[config.mk]
export PLATFORM = sky130hd
export DESIGN_NAME = link_mode_latch
export DESIGN_NICKNAME = d
export VERILOG_FILES = /design/src/rtl/lml_pkg.sv /design/src/rtl/lml_pending_regs.sv /design/src/rtl/lml_apply.sv /design/src/rtl/lml_status.sv /design/src/rtl/link_mode_latch.sv
export SDC_FILE = /design/constraint.sdc
export NUM_CORES = 1
export LEC_CHECK = 0
export BUFFER_PORTS_ARGS = -buffer_cell sky130_fd_sc_hd__buf_2
export CORE_UTILIZATION = 45
export DETAILED_ROUTE_END_ITERATION = 7
export GPL_ROUTABILITY_DRIVEN = 0
export PLACE_DENSITY_LB_ADDON = 0.3
export SYNTH_ARGS = -nofsm -noshare
export SYNTH_HDL_FRONTEND = slang
export SYNTH_SLANG_ARGS = --single-unit
[constraint.sdc]
create_clock -name clk -period 1.55 [get_ports clk]
set_input_delay 0.31 -clock clk [delete_from_list [all_inputs] [get_ports clk]]
set_output_delay 0.31 -clock clk [all_outputs]
set_load 0.02 [all_outputs]
[src/rtl/lml_pkg.sv]
package lml_pkg;

    localparam int WORD_W   = 16;
    localparam int MODE_N   = 3;
    localparam int SEL_W    = 2;

    // configuration word bit positions
    localparam int POS_MODE  = 4;   // three mode bits start here
    localparam int POS_CRC16 = 7;
    localparam int POS_RXEN  = 11;
    localparam int POS_TXEN  = 12;
    localparam int POS_LOOP  = 14;

    // status word bit positions
    localparam int ST_LINK  = 15;
    localparam int ST_ERR   = 14;
    localparam int ST_MODE  = 11;   // mode_on[0] at 11 .. mode_on[2] at 13
    localparam int ST_TX    = 10;
    localparam int ST_RX    = 9;
    localparam int ST_CRC   = 8;

    typedef enum logic [SEL_W-1:0] {
        SEL_CFG  = 2'd0,
        SEL_PHY  = 2'd1,
        SEL_LINK = 2'd2,
        SEL_NONE = 2'd3
    } wsel_e;

    typedef struct packed {
        logic              link;
        logic              err;
        logic [MODE_N-1:0] mode;
        logic              crc16;
    } applied_t;

    function automatic logic [MODE_N-1:0] mode_field(input logic [WORD_W-1:0] cfg);
        return cfg[POS_MODE +: MODE_N];
    endfunction

    function automatic logic mode_legal(input logic [MODE_N-1:0] m);
        int n;
        n = 0;
        for (int i = 0; i < MODE_N; i++) n += int'(m[i]);
        return n <= 1;
    endfunction

    function automatic logic rx_status(input logic [WORD_W-1:0] cfg);
        return cfg[POS_RXEN] & (~cfg[POS_TXEN] | cfg[POS_LOOP]);
    endfunction

endpackage

[src/rtl/lml_pending_regs.sv]
module lml_pending_regs
    import lml_pkg::*;
(
    input  logic              clk,
    input  logic              rst,
    input  logic              wr_en,
    input  wsel_e             wr_sel,
    input  logic [WORD_W-1:0] wr_data,
    output logic [WORD_W-1:0] cfg_q,
    output logic [WORD_W-1:0] phy_q
);

    always_ff @(posedge clk) begin
        if (rst) begin
            cfg_q <= '0;
            phy_q <= '0;
        end else if (wr_en) begin
            case (wr_sel)
                SEL_CFG: cfg_q <= wr_data;
                SEL_PHY: phy_q <= wr_data;
                default: ;
            endcase
        end
    end

endmodule

[src/rtl/lml_apply.sv]
module lml_apply
    import lml_pkg::*;
(
    input  logic              clk,
    input  logic              rst,
    input  logic              wr_en,
    input  wsel_e             wr_sel,
    input  logic [WORD_W-1:0] wr_data,
    input  logic [WORD_W-1:0] cfg_q,
    input  logic [WORD_W-1:0] phy_q,
    output applied_t          app_q,
    output logic [WORD_W-1:0] phy_cur_q
);

    logic link_nxt;
    logic rise;
    logic fall;
    logic legal;

    assign link_nxt = (wr_en && wr_sel == SEL_LINK) ? wr_data[ST_LINK] : app_q.link;
    assign rise     = link_nxt & ~app_q.link;
    assign fall     = ~link_nxt & app_q.link;
    assign legal    = mode_legal(mode_field(cfg_q));

    always_ff @(posedge clk) begin
        if (rst) begin
            app_q     <= '0;
            phy_cur_q <= '0;
        end else begin
            app_q.link <= link_nxt;
            if (rise) begin
                phy_cur_q <= phy_q;
                app_q.err <= ~legal;
                if (legal) begin
                    app_q.mode  <= mode_field(cfg_q);
                    app_q.crc16 <= cfg_q[POS_CRC16];
                end else begin
                    app_q.mode  <= '0;
                    app_q.crc16 <= 1'b0;
                end
            end else if (fall) begin
                app_q.mode  <= '0;
                app_q.crc16 <= 1'b0;
            end
        end
    end

endmodule

[src/rtl/lml_status.sv]
module lml_status
    import lml_pkg::*;
(
    input  applied_t          app,
    input  logic [WORD_W-1:0] cfg_q,
    output logic              tx_st,
    output logic              rx_st,
    output logic [WORD_W-1:0] stat
);

    assign tx_st = cfg_q[POS_TXEN];
    assign rx_st = rx_status(cfg_q);

    always_comb begin
        stat                       = '0;
        stat[ST_LINK]              = app.link;
        stat[ST_ERR]               = app.err;
        stat[ST_TX]                = tx_st;
        stat[ST_RX]                = rx_st;
        stat[ST_CRC]               = app.crc16;
        for (int i = 0; i < MODE_N; i++) begin
            stat[ST_MODE + i] = app.mode[i];
        end
    end

endmodule

[src/rtl/link_mode_latch.sv]
module link_mode_latch
    import lml_pkg::*;
(
    input  logic              clk,
    input  logic              rst,
    input  logic              wr_en,
    input  logic [1:0]        wr_sel,
    input  logic [15:0]       wr_data,
    output logic [15:0]       cfg_rd,
    output logic [15:0]       phy_cur,
    output logic [15:0]       stat_word,
    output logic              link_on,
    output logic              cfg_err,
    output logic [2:0]        mode_on,
    output logic              crc16_on,
    output logic              tx_on,
    output logic              rx_on
);

    wsel_e             sel;
    logic [WORD_W-1:0] cfg_q;
    logic [WORD_W-1:0] phy_q;
    applied_t          app_q;

    assign sel = wsel_e'(wr_sel);

    lml_pending_regs u_pend (
        .clk     (clk),
        .rst     (rst),
        .wr_en   (wr_en),
        .wr_sel  (sel),
        .wr_data (wr_data),
        .cfg_q   (cfg_q),
        .phy_q   (phy_q)
    );

    lml_apply u_apply (
        .clk       (clk),
        .rst       (rst),
        .wr_en     (wr_en),
        .wr_sel    (sel),
        .wr_data   (wr_data),
        .cfg_q     (cfg_q),
        .phy_q     (phy_q),
        .app_q     (app_q),
        .phy_cur_q (phy_cur)
    );

    lml_status u_stat (
        .app   (app_q),
        .cfg_q (cfg_q),
        .tx_st (tx_on),
        .rx_st (rx_on),
        .stat  (stat_word)
    );

    assign cfg_rd   = cfg_q;
    assign link_on  = app_q.link;
    assign cfg_err  = app_q.err;
    assign mode_on  = app_q.mode;
    assign crc16_on = app_q.crc16;

endmodule

==> metrics.yaml <==
grt:
  grt_usage: 0.166
  grt_overflow: 0
  antenna_found_initial: 0
  grt_max_degree: 28
  first_global_vias: 1482
  grt_pass1_wl_um: 6710
critical_path:
  setup.worst_path.class: "register to register"
  regToRegEndpoint: "u_apply.phy_cur_q[1]"
  cp_max_fo: 12
  r2r_slack_ps: 100
  startpoint_type: "register"
  crit_required_ps: 1740
  r2r_start: "u_apply.app_q[5]"
  arrival_ps: 1640
  cp-end-kind: "register"
  r2r_cells: 5
sta:
  fmax_ghz: 0.688
  drv_slew: 0
  slew_headroom: 0.613
  fin_crit_sh: 0.938
  grt_setup_unrepaired: "false"
  finalSetupViolations: 0
  finalClockSkew_ps: 3.52
  period_needed_ps: 1450
  hold_violations: 0
  worstMarginPinSlew_ps: 580
route:
  drt_pass1_iterations: 4
  vias: 1677
  drt-initial-drc-count: 43
  wirelength_um: 4320
  routedWlPerCell_um: 12.1
  via_per_inst: 4.68
  drcViolationCount: 0
  ant_nets: 0
place:
  dpl.cell_count: 349
  portBuffers: 68
  hpwl_um: 3000
pwr:
  leakagePower_nw: 1.33
  power_density_nw_per_um2: 908
  vdd_drop_max_v: 0.000547
  total_power_mw: 2.55
logic_synthesis:
  ys_ff_latch: 54
  syn_inst: 226
  yosysMostFrequentCell: "dfxtp_1"
  synth-edff-count: 0
  ys_top_cells_by_count: "dfxtp_1 (54), nand2b_1 (50), mux2i_1 (49), buf_4 (17), nor2_1 (17)"
  synth.area.top_cells: "dfxtp_1 (47%), mux2i_1 (21%), nand2b_1 (13%), buf_4 (5.5%), nor2_1 (2.7%)"
  dominantRegCellSynth: "dfxtp_1"
  synth_area_leader_cell: "dfxtp_1"
  ys_types: 23
  syn-cell-area_um2: 2320
  synthDominantCellAreaShare: 0.465
  synth_seq_area_share: 0.465
  ys_async_sr_fraction: 0
  syn_avg_cell_area_um2: 10.3
  yosysWarnings: 0
floorplanning:
  die_area_um2: 5460
  ios: 77
  start_util: 0.479
  die_w_um: 73.9
  rows: 25
  core_um2: 4850
  die_y_um: 73.9
cts:
  cts_hold_buf: 0
  cts_max_path_buffers: 2
  path_clk_slew_ps: 90
  cts_tree: "yes"
  h-tree-depth: 2
  clk_latency_ps: 310
  cts_num_sinks: 54
  clock-root-buffer: "clkbuf_8"
  numCtsBuffers: 5
hold_path:
  min_to: "u_pend.phy_q[11]"
  holdCritStartpoint: "wr_data[11]"
  hp-class: "primary input to register"
  hold_depth: 3
flow_run:
  drv_cap: 0
cells_and_area:
  fin_cells: 358
  fin_nets: 313
  n_antenna_cell: 0
  final_layout_size_suffix_gt1_frac: 0.309
  syn_to_final_growth_pct: 20.7
outcome:
  outcome: "complete, no violations"
[how the worst max path moves through the flow]
stage	startpoint	end	slack [ps]
2_1_floorplan	wr_sel[0]	u_apply.app_q[1]	-20
3_3_place_gp	wr_sel[0]	u_apply.app_q[1]	-180
3_5_place_dp	wr_sel[0]	u_apply.app_q[1]	-180
4_1_cts	u_apply.app_q[5]	u_apply.app_q[1]	110
5_1_grt	u_apply.app_q[5]	u_apply.phy_cur_q[1]	10
6_report	u_apply.app_q[5]	u_apply.phy_cur_q[1]	100
[critical path: stages, from the launching register on]
cell	delay [ps]
dfxtp_1	410
mux2_2	200
ha_4	270
buf_6	210
mux2i_1	200
nor2_1	50
[metrics by stage]
stage               cell area (µm²)  setup slack [ps]  utilization  hold WS (ps)  setup TNS, ps
global placement               2700              -177        0.557           457          -2540
CTS                            2790               107        0.576           272              0
global route                   2810              12.2        0.579           274              0
floorplan                      2360             -20.4            -           448          -20.4
detailed placement             2700              -181        0.557           465          -2290
finish                         2810              96.8        0.579           277              0
[kinds of logic after synthesis]
group / count (synthesis) / synth area share
flops: 54 / 0.465
compound gates: 8 / 0.0269
simple gates: 79 / 0.194
mux: 50 / 0.216
fa+ha+maj: 2 / 0.0108
buf+inv: 32 / 0.0861
other cells: 1 / 0.00161
[registers in the layout, indices dropped and copies added (netlist names)]
name               cells
u_apply.app_q          6
u_apply.phy_cur_q     16
u_pend.cfg_q          16
u_pend.phy_q          16
[power breakdown]
group          total [mW]  switching (mW)  internal, mW  leakage (nW)
clock               0.807           0.445         0.361        0.0482
combinational       0.299           0.162         0.137         0.842
sequential           1.44          0.0198          1.42         0.437
total                2.55           0.627          1.92          1.33
[layout by cell type, fill, tap and decap left out, drive strengths merged, types with 2 or more instances in the layout]
master,instances
inv,2
nand2,6
o32ai,4
dfxtp,54
ha,2
nand3b,2
conb,8
mux2i,49
nor2,17
clkbuf,7
buf,80
nand2b,50
[final cells by class]
class,instances,area [µm²]
clock buffers,7,86.3
multi-input cells,147,1080
fillers,425,2040
clock inverters,1,5.00
well taps,67,83.8
flip-flops and latches,54,1080
repair buffers,80,459
inverters,2,7.51
[per-layer routing]
| metal | wire (µm) | GRT usage | vias to the layer above |
|---|---|---|---|
| met5 | 0 | 0 | - |
| met4 | 76 | 0.0833 | 0 |
| met3 | 245 | 0.0494 | 7 |
| met2 | 1900 | 0.246 | 55 |
| met1 | 2100 | 0.217 | 764 |
| li1 | - | - | 851 |
[what timing repair did]
| action | 4_1_cts | 5_1_grt |
|---|---|---|
| gates resized for setup | 0 | 0 |
| endpoints found under the setup margin | 0 | 1 |
| buffers inserted | 0 | 1 |
No activity file was read; power rests on OpenSTA's default activity.
